==> config.mk <==
export PLATFORM = sky130hd
export DESIGN_NAME = fpga_cfg_loader
export DESIGN_NICKNAME = d
export VERILOG_FILES = /design/src/rtl/fpga_cfg_pkg.sv /design/src/rtl/cfg_sync2.sv /design/src/rtl/cfg_cycle_timer.sv /design/src/rtl/cfg_spi_shifter.sv /design/src/rtl/fpga_cfg_loader.sv
export SDC_FILE = /design/constraint.sdc
export NUM_CORES = 1
export LEC_CHECK = 0
export ABC_CLOCK_PERIOD_IN_PS = 3800
export BUFFER_PORTS_ARGS = -buffer_cell sky130_fd_sc_hd__buf_2
export CAP_MARGIN = 20
export CORE_UTILIZATION = 28
export DETAILED_ROUTE_END_ITERATION = 7
export GPL_TIMING_DRIVEN = 1
export PLACE_DENSITY_LB_ADDON = 0.08
export REMOVE_ABC_BUFFERS = 1
export SYNTH_ARGS = -nofsm -noshare
export SYNTH_HDL_FRONTEND = slang
export SYNTH_HIERARCHICAL = 1
export SYNTH_SLANG_ARGS = --single-unit
==> constraint.sdc <==
create_clock -name clk -period 3.8 [get_ports clk]
set_input_delay 0.19 -clock clk [delete_from_list [all_inputs] [get_ports clk]]
set_output_delay 0.19 -clock clk [all_outputs]
set_load 0.05 [all_outputs]
==> src/rtl/fpga_cfg_pkg.sv <==
package fpga_cfg_pkg;

    typedef enum logic [2:0] {
        ST_IDLE,
        ST_RST_HOLD,
        ST_SETTLE_RST,
        ST_HOUSEKEEP,
        ST_CS_GAP,
        ST_XFER,
        ST_SETTLE_IMG,
        ST_ACTIVATE
    } load_state_e;

    // cycles waited before the synchronized done line is trusted
    localparam int SYNC_SETTLE = 3;

    localparam longint SCK_MIN_HZ = 64'd1_000_000;
    localparam longint SCK_MAX_HZ = 64'd25_000_000;

    function automatic bit sck_rate_ok(longint clk_hz, longint half_cyc);
        longint f;
        f = clk_hz / (2 * half_cyc);
        return (f >= SCK_MIN_HZ) && (f <= SCK_MAX_HZ);
    endfunction

    // 200 ns minimum: cycles * 5e6 >= clk_hz
    function automatic bit reset_width_ok(longint clk_hz, longint cyc);
        return (cyc * 64'd5_000_000) >= clk_hz;
    endfunction

endpackage

==> src/rtl/cfg_sync2.sv <==
module cfg_sync2 (
    input  logic clk,
    input  logic rst,
    input  logic d,
    output logic q
);
    logic meta;

    always_ff @(posedge clk) begin
        if (rst) begin
            meta <= 1'b0;
            q    <= 1'b0;
        end else begin
            meta <= d;
            q    <= meta;
        end
    end
endmodule

==> src/rtl/cfg_cycle_timer.sv <==
module cfg_cycle_timer #(
    parameter int W = 8
) (
    input  logic         clk,
    input  logic         rst,
    input  logic         load,
    input  logic [W-1:0] val,
    output logic         zero
);
    logic [W-1:0] cnt;

    always_ff @(posedge clk) begin
        if (rst)           cnt <= '0;
        else if (load)     cnt <= val;
        else if (cnt != 0) cnt <= cnt - 1'b1;
    end

    assign zero = (cnt == '0);
endmodule

==> src/rtl/cfg_spi_shifter.sv <==
module cfg_spi_shifter #(
    parameter int SCK_HALF = 4
) (
    input  logic       clk,
    input  logic       rst,
    input  logic       load,
    input  logic [7:0] din,
    output logic       active,
    output logic       sck,
    output logic       mosi
);
    localparam int HW = $clog2(SCK_HALF + 1);

    logic [7:0]    sh;
    logic [2:0]    bit_idx;
    logic [HW-1:0] hcnt;

    always_ff @(posedge clk) begin
        if (rst) begin
            sh      <= '0;
            bit_idx <= '0;
            hcnt    <= '0;
            sck     <= 1'b0;
            active  <= 1'b0;
        end else if (load && !active) begin
            sh      <= din;
            bit_idx <= '0;
            hcnt    <= '0;
            sck     <= 1'b0;
            active  <= 1'b1;
        end else if (active) begin
            if (hcnt == HW'(SCK_HALF - 1)) begin
                hcnt <= '0;
                if (!sck) begin
                    sck <= 1'b1;
                end else begin
                    sck <= 1'b0;
                    if (bit_idx == 3'd7) begin
                        active <= 1'b0;
                    end else begin
                        sh      <= {sh[6:0], 1'b0};
                        bit_idx <= bit_idx + 1'b1;
                    end
                end
            end else begin
                hcnt <= hcnt + 1'b1;
            end
        end
    end

    assign mosi = active & sh[7];
endmodule

==> src/rtl/fpga_cfg_loader.sv <==
module fpga_cfg_loader
    import fpga_cfg_pkg::*;
#(
    parameter int CLK_HZ        = 125_000_000,
    parameter int SCK_HALF      = 4,
    parameter int RESET_CYC     = 125,
    parameter int HOUSEKEEP_CYC = 150_000,
    parameter int ACT_BYTES     = 7
) (
    input  logic       clk,
    input  logic       rst,
    input  logic       start,
    input  logic [7:0] s_data,
    input  logic       s_valid,
    input  logic       s_last,
    output logic       s_ready,
    input  logic       done_in,
    output logic       cfg_rst_n,
    output logic       spi_cs_n,
    output logic       spi_sck,
    output logic       spi_mosi,
    output logic       busy,
    output logic       ok,
    output logic       err_reset,
    output logic       err_image
);
    localparam int T_MAX1 = (RESET_CYC > HOUSEKEEP_CYC) ? RESET_CYC : HOUSEKEEP_CYC;
    localparam int T_MAX2 = (T_MAX1 > SCK_HALF) ? T_MAX1 : SCK_HALF;
    localparam int T_MAX  = (T_MAX2 > SYNC_SETTLE) ? T_MAX2 : SYNC_SETTLE;
    localparam int TW     = $clog2(T_MAX + 1);
    localparam int AW     = $clog2(ACT_BYTES + 1);

    if (!sck_rate_ok(CLK_HZ, SCK_HALF)) begin : g_bad_sck
        $error("SPI clock outside 1..25 MHz for given CLK_HZ and SCK_HALF");
    end
    if (!reset_width_ok(CLK_HZ, RESET_CYC)) begin : g_bad_rst
        $error("RESET_CYC shorter than 200 ns");
    end

    load_state_e   state, state_nx;
    logic          done_s;
    logic          tmr_load, tmr_zero;
    logic [TW-1:0] tmr_val;
    logic          sh_load, sh_active;
    logic [7:0]    sh_din;
    logic          last_seen;
    logic [AW-1:0] act_cnt;

    cfg_sync2 i_done_sync (.clk(clk), .rst(rst), .d(done_in), .q(done_s));

    cfg_cycle_timer #(.W(TW)) i_timer (
        .clk(clk), .rst(rst), .load(tmr_load), .val(tmr_val), .zero(tmr_zero)
    );

    cfg_spi_shifter #(.SCK_HALF(SCK_HALF)) i_shifter (
        .clk(clk), .rst(rst), .load(sh_load), .din(sh_din),
        .active(sh_active), .sck(spi_sck), .mosi(spi_mosi)
    );

    always_comb begin
        state_nx = state;
        tmr_load = 1'b0;
        tmr_val  = '0;
        sh_load  = 1'b0;
        sh_din   = '0;
        s_ready  = 1'b0;
        unique case (state)
            ST_IDLE: if (start) begin
                state_nx = ST_RST_HOLD;
                tmr_load = 1'b1;
                tmr_val  = TW'(RESET_CYC - 1);
            end
            ST_RST_HOLD: if (tmr_zero) begin
                state_nx = ST_SETTLE_RST;
                tmr_load = 1'b1;
                tmr_val  = TW'(SYNC_SETTLE - 1);
            end
            ST_SETTLE_RST: if (tmr_zero) begin
                if (done_s) begin
                    state_nx = ST_IDLE;
                end else begin
                    state_nx = ST_HOUSEKEEP;
                    tmr_load = 1'b1;
                    tmr_val  = TW'(HOUSEKEEP_CYC - 1);
                end
            end
            ST_HOUSEKEEP: if (tmr_zero) begin
                state_nx = ST_CS_GAP;
                tmr_load = 1'b1;
                tmr_val  = TW'(SCK_HALF - 1);
            end
            ST_CS_GAP: if (tmr_zero) state_nx = ST_XFER;
            ST_XFER: begin
                s_ready = !sh_active && !last_seen;
                if (s_valid && s_ready) begin
                    sh_load = 1'b1;
                    sh_din  = s_data;
                end
                if (last_seen && !sh_active) begin
                    state_nx = ST_SETTLE_IMG;
                    tmr_load = 1'b1;
                    tmr_val  = TW'(SYNC_SETTLE - 1);
                end
            end
            ST_SETTLE_IMG: if (tmr_zero) state_nx = done_s ? ST_ACTIVATE : ST_IDLE;
            ST_ACTIVATE: if (!sh_active) begin
                if (act_cnt == AW'(ACT_BYTES)) state_nx = ST_IDLE;
                else                           sh_load  = 1'b1;
            end
            default: state_nx = ST_IDLE;
        endcase
    end

    always_ff @(posedge clk) begin
        if (rst) begin
            state     <= ST_IDLE;
            last_seen <= 1'b0;
            act_cnt   <= '0;
            ok        <= 1'b0;
            err_reset <= 1'b0;
            err_image <= 1'b0;
        end else begin
            state <= state_nx;
            if (state == ST_IDLE && start) begin
                last_seen <= 1'b0;
                act_cnt   <= '0;
                ok        <= 1'b0;
                err_reset <= 1'b0;
                err_image <= 1'b0;
            end
            if (state == ST_SETTLE_RST && tmr_zero && done_s) err_reset <= 1'b1;
            if (state == ST_XFER && s_valid && s_ready && s_last) last_seen <= 1'b1;
            if (state == ST_SETTLE_IMG && tmr_zero && !done_s) err_image <= 1'b1;
            if (state == ST_ACTIVATE && sh_load) act_cnt <= act_cnt + 1'b1;
            if (state == ST_ACTIVATE && state_nx == ST_IDLE) ok <= 1'b1;
        end
    end

    assign busy      = (state != ST_IDLE);
    assign cfg_rst_n = (state != ST_RST_HOLD);
    assign spi_cs_n  = (state == ST_IDLE) || (state == ST_CS_GAP);
endmodule

; Word level (Yosys, flattened, before mapping)
; Index checks and enable logic that the tools add are counted.
[totals]
ff_bits = 46
inputBits = 14
output_inout_bits = 9
word_cells = 122
[op_classes]
addsub = 4
n_eq_ne = 12
n_mux = 53
bitwise_logic = 2
reduce_logical = 37
[op_table]
columns = cell, count
row1 = one-hot mux 18 bit (5 select lines), 1
row2 = 2-to-1 mux 18 bit, 4
row3 = 2-to-1 mux 8 bit, 7
row4 = 2-to-1 mux 3 bit, 13
row5 = one-hot mux 3 bit (8 select lines), 1
row6 = 2-to-1 mux 1 bit, 20
row7 = equality test 3 bit (second input constant), 6
row8 = zero test 18 bit, 1
row9 = nonzero test 18 bit, 1
row10 = nonzero test 2 bit, 9
row11 = subtractor 18 x 1 -> 18 bit (second input constant), 1
row12 = logical AND 1 bit, 14
row13 = adder 3 x 1 -> 3 bit (second input constant), 3
row14 = equality test 3 x 2 -> 1 bit (second input constant), 3
row15 = 2-to-1 mux 2 bit, 4
row16 = AND reduction 4 bit, 2
row17 = 2-to-1 mux 7 bit, 1
row18 = zero test 3 bit, 2
row19 = one-hot mux 1 bit (4 select lines), 1
row20 = OR reduction 2 bit, 2
row21 = equality test 3 x 1 -> 1 bit (second input constant), 1
row22 = zero test 1 bit, 3
row23 = inequality test 3 x 1 -> 1 bit (second input constant), 1
row24 = nonzero test 3 bit, 1
row25 = 6 further kinds, 6

; Logic depth before layout (Yosys ltp)
; Gate-level depths: netlist of the first run.
[logic_depth]
word_depth = 8
depth_mapped = 13
mapped_depth_nobuf = 11

; By module
; Netlist of the first run, hierarchy kept.
[modules_own_cells]
columns = module, instances, cells_each, area_per_inst_um2, seq_area_each_um2
row1 = cfg_cycle_timer, 1, 125, 993.5, 360.3
row2 = cfg_spi_shifter, 1, 88, 789.5, 320.3
row3 = fpga_cfg_loader, 1, 95, 772.0, 200.2
row4 = cfg_sync2, 1, 4, 52.6, 40.0

; Worst setup path after synthesis of the first run
; OpenSTA, ideal clock, no wires.
[synth_path]
path_kind = reg2reg
startpoint = register i_timer.cnt[12]
endpoint = register i_timer.cnt[17]
setup_ns = 0.115
t_arrival_ns = 3.008
required_ns = 3.685
setup_slack_ns = 0.677
path_stages_with_launch = 13
n_path_buf = 4
synth_period_minus_slack_ns = 3.123
cell_sequence = dfxtp_1 -> or4_4 -> or3_1 -> buf_6 -> nor2_2 -> clkbuf_1 -> nor2b_1 -> o21ai_0 -> o211ai_1 -> clkbuf_1 -> clkbuf_1 -> a21oi_1 -> o21a_1
[synth_between]
elab_chain_cells = 4
elab_cells_between_ends = 11
cone_classes = add/sub: 1 / mux: 7 / reduce/logical: 3
[synth_rtl]
columns = element, line_no
row1 = "start, declared", cfg_cycle_timer.sv:10  ; logic [W-1:0] cnt;
row2 = "start signal, assigned", cfg_cycle_timer.sv:14  ; else if (load) cnt <= val;
row3 = "start signal, assigned", cfg_cycle_timer.sv:15  ; else if (cnt != 0) cnt <= cnt - 1'b1;
row4 = zero test 18 bit *, cfg_cycle_timer.sv:18  ; assign zero = (cnt == '0);
row5 = via tmr_zero, fpga_cfg_loader.sv:42  ; logic tmr_load, tmr_zero;
row6 = 2-to-1 mux 1 bit (on tied branches), "fpga_cfg_loader.sv:73, fpga_cfg_loader.sv:87, fpga_cfg_loader.sv:78"
row7 = one-hot mux 1 bit (4 select lines) *, fpga_cfg_loader.sv:67  ; unique case (state)
row8 = via tmr_load, fpga_cfg_loader.sv:42
row9 = 2-to-1 mux 18 bit / nonzero test 2 bit (equally long branches), n/a
; The timed path passes the listed nets; every way through them passes the cells marked *. The select of a mux whose other input is x is not followed.
; A chain may end at the register's enable or synchronous reset.

; Final worst setup path of the first run
[layout_path]
startpoint = register i_timer.cnt[0]
endpoint = register i_timer.cnt[5]
; Same word-level chain as after synthesis.

==> results.yml, run 1 <==
global_route:
  overflow: 0
  grt_pass1_wl_um: 10760
  antenna_found_initial: 0
  track_usage_pct: 13.86
  grt_start_max_net_pins: 36
  first_global_vias: 2200
routing:
  via_per_inst: 5.160
  final_antenna_net_count: 0
  detail_route.wirelength_um: 6367
  num_vias: 2260
  drcViolationCount: 0
  wl_per_cell_um: 14.54
  drtIter0Drc: 87
  firstDrtPassIters: 6
worst_setup_path:
  crit_fanout: 8
  end_kind: "flip-flop"
  slowest_delay_ns: 0.50
  crit_family: "simple AND/OR/NAND/NOR gates"
  crit_chain: "inv_1 > ha_1 > nor4b_2 > nand3_1 > nor2_2 > nor2b_1 > o21ai_0 > o211ai_1 > nor2b_1 > nand2_1 > o21ai_0"
  path_class: "reg2reg"
  cp-start-kind: "flip-flop"
  crit_path_top_delay_cell: "nor2b_1"
  critPathArrivalTime_ns: 3.17
  path_buf_inv: 1
  cp.required_ns: 4.03
place:
  gp_congestion: 0.7570
  dp_hpwl_um: 4255
  place_ws_ns: 0.7834
  port_buffers: 22
logic_synthesis:
  synth_cell_types: 63
  synthTopCellsByCount: "dfxtp_1, o21ai_0, nand2_1"
  synth_area_leaders: "dfxtp_1, o21ai_0, a21oi_1, nand2_1, nor2_1"
  ys_ff_latch: 46
  ys_async_sr_fraction_pct: 0
  yosysMostFrequentCell: "dfxtp_1"
  ys_warn_count: 6
  synth_top_area_share_pct: 35.32
  synth_edf_count: 0
  netlist_area_um2: 2608
  synth_area_per_cell_um2: 8.357
  synth_ff_type: "dfxtp_1"
  yosysSeqAreaShare_pct: 35.32
  synthCells: 312
  yosys.area.top_type: "dfxtp_1"
run_status:
  status: "finished clean"
floorplanning:
  die_y_um: 98.50
  core_area_um2: 8848
  die_width_um: 98.50
  start_util_pct: 29.47
  ios: 23
  die_area_um2: 9702
  rows: 34
clock_network:
  ctsResizeCount: 0
  clock_insertion_delay_worst_skew_ns: 0.30
  cts_buffers: 5
  hold_buffers: 0
  clock-root-buffer: "clkbuf_8"
  clock_path_buffers: 2
  cts.sinks: 46
  clk_pin_slew_ns: 0.09
  cts_htree_levels: 2
  cts_tree: "built"
  post_cts_buffers: 0
sta:
  max_freq_mhz: 340.0
  tightestPinTransition_ns: 0.8661
  hold_viol_final: 0
  fin_crit_sh_pct: 77.40
  rsz0062_at_grt: "no"
  drv_slew: 0
  fin_skew_ns: 0.007594
  finalSetupViolations: 0
  fin_setup_tns_ns: 0
  fin_ws_ns: 0.8588
  maxSlewHeadroom_pct: 42.18
  finalCriticalPeriod_ns: 2.941
finish:
  diodes: 0
  seq_area_um2: 920.9
  utilization_pct: 32.23
  area_delta_synth_final_pct: 9.357
  fin_nets: 349
  drive_gt1_share_pct: 13.64
  multi_input_area_um2: 1516
  fillCellCount: 970
power_and_ir_drop:
  power_frac_seq_pct: 39.6
  leakagePower_nw: 1.069
  p_int_mw: 0.9877
  vdd_drop_max_mv: 0.1934
  switchingPower_mw: 0.6761
  power_frac_comb_pct: 41.7
  switching_share_pct: 40.64
  p_per_area_nw_per_um2: 583.5
  p_clk_share_pct: 18.7
min_path:
  hold_path_class: "in2reg"
flow_run:
  cap_viol_max_count: 0
[layout by cell type, fill, tap and decap left out, drive strengths merged, types with 4 or more instances in the layout]
cell type   n
nor2b       9
xnor2       8
a21oi      18
o211ai      4
nand2b      8
and2       10
nor4        6
clkbuf      5
o21ai      25
nand2      23
inv        11
nor3       11
a311oi      7
nand3      14
ha          6
buf        27
conb        6
a211oi      4
nor2       22
dfxtp      46
or3         7
[cell families after synthesis]
logic type | count (synthesis) | synth area share (%)
AOI/OAI and AO/OA | 80 | 20.15
xor gates and xnor gates | 11 | 3.695
adders and majority gates | 6 | 2.879
buffers and inverters | 33 | 7.245
DFF | 46 | 35.32
muxes | 2 | 1.295
other | 1 | 0.1438
and+or+nand+nor | 133 | 29.27
[state kept, by name (all words and copies together), names as in the netlist]
name,cells
act_cnt,3
i_timer/cnt,18
last_seen,1
i_done_sync/meta,1
i_shifter/bit_idx,3
i_shifter/active,1
i_shifter/sck,1
ok,1
i_shifter/sh,8
err_reset,1
state,3
err_image,1
i_done_sync/q,1
i_shifter/hcnt,3
[metrics by stage]
stage	hold WS (ns)	std cells	total power, mW	instance area, µm²
CTS	0.08897	438	1.688	2851
floorplan	0.2591	295	1.183	2479
global placement	0.4105	430	1.368	2761
detailed placement	0.4149	430	1.360	2761
finish	0.1032	438	1.664	2851
global route	0.1079	438	1.800	2851
[cell type report]
cell class / count / share of cell area (%)
clock inverters: 3 / 0.7459
flip-flops and latches: 46 / 32.29
clock buffers: 5 / 2.413
well taps: 108 / 4.739
multi-input cells: 238 / 53.18
repair buffers: 27 / 5.178
inverters: 11 / 1.448
[layer usage]
| metal | share of wire (%) | vias to the layer above | global-route usage [%] |
|---|---|---|---|
| met1 | 52 | 1071 | 18.40 |
| met4 | 0.91 | 0 | 4.478 |
| li1 | - | 1163 | - |
| met5 | 0 | - | 0 |
| met2 | 45 | 22 | 22.86 |
| met3 | 2.3 | 4 | 2.411 |
[worst paths after layout]
path,startpoint,to,slack [ns],cells past startpoint
worst min register to register,i_done_sync/meta$_SDFF_PP0_,i_done_sync/q$_SDFF_PP0_,0.45,1
worst min-delay path,done_in,i_done_sync/meta$_SDFF_PP0_,0.10,2
worst max register to register,i_timer/cnt[0]$_SDFFE_PP0P_,i_timer/cnt[5]$_SDFFE_PP0P_,0.86,11
worst max-delay path,i_timer/cnt[0]$_SDFFE_PP0P_,i_timer/cnt[5]$_SDFFE_PP0P_,0.86,11
[power by group through the flow]
stage               logic (mW)  clock network, mW  registers [mW]
floorplan                0.532                  0           0.651
global placement         0.696                  0           0.672
detailed placement       0.689                  0           0.670
CTS                      0.696              0.334           0.658
global route             0.778              0.350           0.672
finish                   0.694              0.311           0.659
Power figures use the tool's default switching activity.
==> run 2: changes to the inputs <==
--- a/config.mk
+++ b/config.mk
@@ -5,7 +5,7 @@
 export SDC_FILE = /design/constraint.sdc
 export NUM_CORES = 1
 export LEC_CHECK = 0
-export ABC_CLOCK_PERIOD_IN_PS = 3800
+export ABC_CLOCK_PERIOD_IN_PS = 2500
 export BUFFER_PORTS_ARGS = -buffer_cell sky130_fd_sc_hd__buf_2
 export CAP_MARGIN = 20
 export CORE_UTILIZATION = 28
==> constraint.sdc (replaced) <==
create_clock -name clk -period 2.5 [get_ports clk]
set_input_delay 0.125 -clock clk [delete_from_list [all_inputs] [get_ports clk]]
set_output_delay 0.125 -clock clk [all_outputs]
set_load 0.05 [all_outputs]
==> run 2 against run 1 <==
Utilization up 2.3 points. Register-to-register slack worse by 0.74 ns. Design area up 7.2%. Via count up 2.7%. Maximum frequency up 24%. Critical path type unchanged. Highest routed layer unchanged. Routed wire length up 1.2%. First-iteration DRC count down 9.2%. Sequential share of layout area down 2.1 points. Combinational power up 89%. Hold slack worse by 0.080 ns.
==> results.yml, run 2 (synthesis gave the netlist of run 1 again) <==
run_status:
  status: "finished clean"
sta:
  fin_setup_tns_ns: 0
  max_freq_mhz: 420.3
  tightestPinTransition_ns: 0.5665
  maxSlewHeadroom_pct: 62.18
  finalCriticalPeriod_ns: 2.379
  fin_ws_ns: 0.1208
  fin_skew_ns: 0.01444
  drv_slew: 0
  fin_crit_sh_pct: 95.17
  finalSetupViolations: 0
  holdWs_ns: 0.02323
  rsz0062_at_grt: "yes"
  hold_viol_final: 0
worst_setup_path:
  path_class: "reg2reg"
  cp-start-kind: "flip-flop"
  critPathArrivalTime_ns: 2.58
  crit_fanout: 6
  end_kind: "flip-flop"
  cp.required_ns: 2.70
finish:
  final_cell_area_um2: 3055
  largest_reg_flops: 18
  drive_gt1_share_pct: 21.31
  area_delta_synth_final_pct: 17.18
  largest_register: "i_timer/cnt"
  final_cells: 460
  utilization_pct: 34.53
  diodes: 0
  layout_common_cells: "dfxtp_1, buf_4, nand2_1, o21ai_0, buf_2"
  largestRegisters: "i_timer/cnt x18, i_shifter/sh x8"
  fin_nets: 371
  layout_commonest_cell: "dfxtp_1"
place:
  gp_congestion: 0.7358
  dp.cells: 447
  place_area_um2: 2889
  place_ws_ns: 0.003969
  port_buffers: 22
  dp_hpwl_um: 4515
global_route:
  use_met1_pct: 18.71
  grt_pass1_wl_um: 10920
  met2_usage_pct: 23.02
  overflow: 0
  grt_start_max_net_pins: 21
  grt_busiest_layer: "met2"
  antenna_found_initial: 0
  first_global_vias: 2235
  track_usage_pct: 13.96
  use_met3_pct: 2.624
routing:
  detail_route.wirelength_um: 6443
  drtIter0Drc: 79
  wl_per_cell_um: 14.01
  final_antenna_net_count: 0
  firstDrtPassIters: 6
  via_per_inst: 5.046
  drcViolationCount: 0
  num_vias: 2321
clock_network:
  hold_buffers: 0
  clock_path_buffers: 2
  clk_pin_slew_ns: 0.10
  cts_htree_levels: 2
  clock-root-buffer: "clkbuf_8"
  cts_buffers: 5
  cts_tree: "built"
  clock_insertion_delay_worst_skew_ns: 0.30
  cts.sinks: 46
min_path:
  hold_path_class: "in2reg"
power_and_ir_drop:
  leakagePower_nw: 1.186
  finalPower_mw: 2.769
  p_per_area_nw_per_um2: 906.4
  vdd_drop_max_mv: 0.3788
floorplanning:
  start_util_pct: 29.47
  rows: 34
  core_area_um2: 8848
  die_width_um: 98.50
  die_area_um2: 9702
  die_y_um: 98.50
  ios: 23
flow_run:
  cap_viol_max_count: 0
run 2: power breakdown:
group | internal [mW] | switching, mW | total (mW)
Combinational | 0.642 | 0.671 | 1.31
Sequential | 0.857 | 0.135 | 0.993
Clock | 0.198 | 0.265 | 0.463
Total | 1.70 | 1.07 | 2.77
run 2: per-layer routing:
layer | routed length, µm | part of all wire [%]
met1 | 3268 | 51
met2 | 2980 | 46
met3 | 137 | 2.1
met4 | 57 | 0.88
met5 | 0 | 0
run 2: final cells by class:
type                            count  area, µm²
Clock buffer                        6      72.57
Clock inverter                      2      13.76
Fill cell                         946       5793
Inverter                           11      41.29
Multi-Input combinational cell    238       1555
Sequential cell                    46      923.4
Tap cell                          108      135.1
Timing Repair Buffer               49      314.1
run 2: final timing paths:
kind / from / end / slack, ns / cells after the start
worst max-delay path: i_timer/cnt[12]$_SDFFE_PP0P_ / i_timer/cnt[16]$_SDFFE_PP0P_ / 0.12 / 9
worst min-delay path: done_in / i_done_sync/meta$_SDFF_PP0_ / 0.02 / 2
worst max register to register: i_timer/cnt[12]$_SDFFE_PP0P_ / i_timer/cnt[16]$_SDFFE_PP0P_ / 0.12 / 9
worst min register to register: err_image$_SDFFE_PP0P_ / err_image$_SDFFE_PP0P_ / 0.45 / 2
run 2: repair_timing:
action / CTS / global route
endpoints found under the setup margin: 1 / 17
pin swaps: 1 / 4
buffers inserted: 2 / 2
gates resized for setup: 1 / 13
gates cloned: 1 / 0
run 2: critical path, stage by stage (launching register included):
cell and delay, ns:
dfxtp_2 0.33, or4_4 0.53, or3_4 0.36, nor2_4 0.10, nor2b_4 0.15, o21ai_2 0.06
o211ai_1 0.22, buf_4 0.23, nor2_1 0.05, a221oi_1 0.24
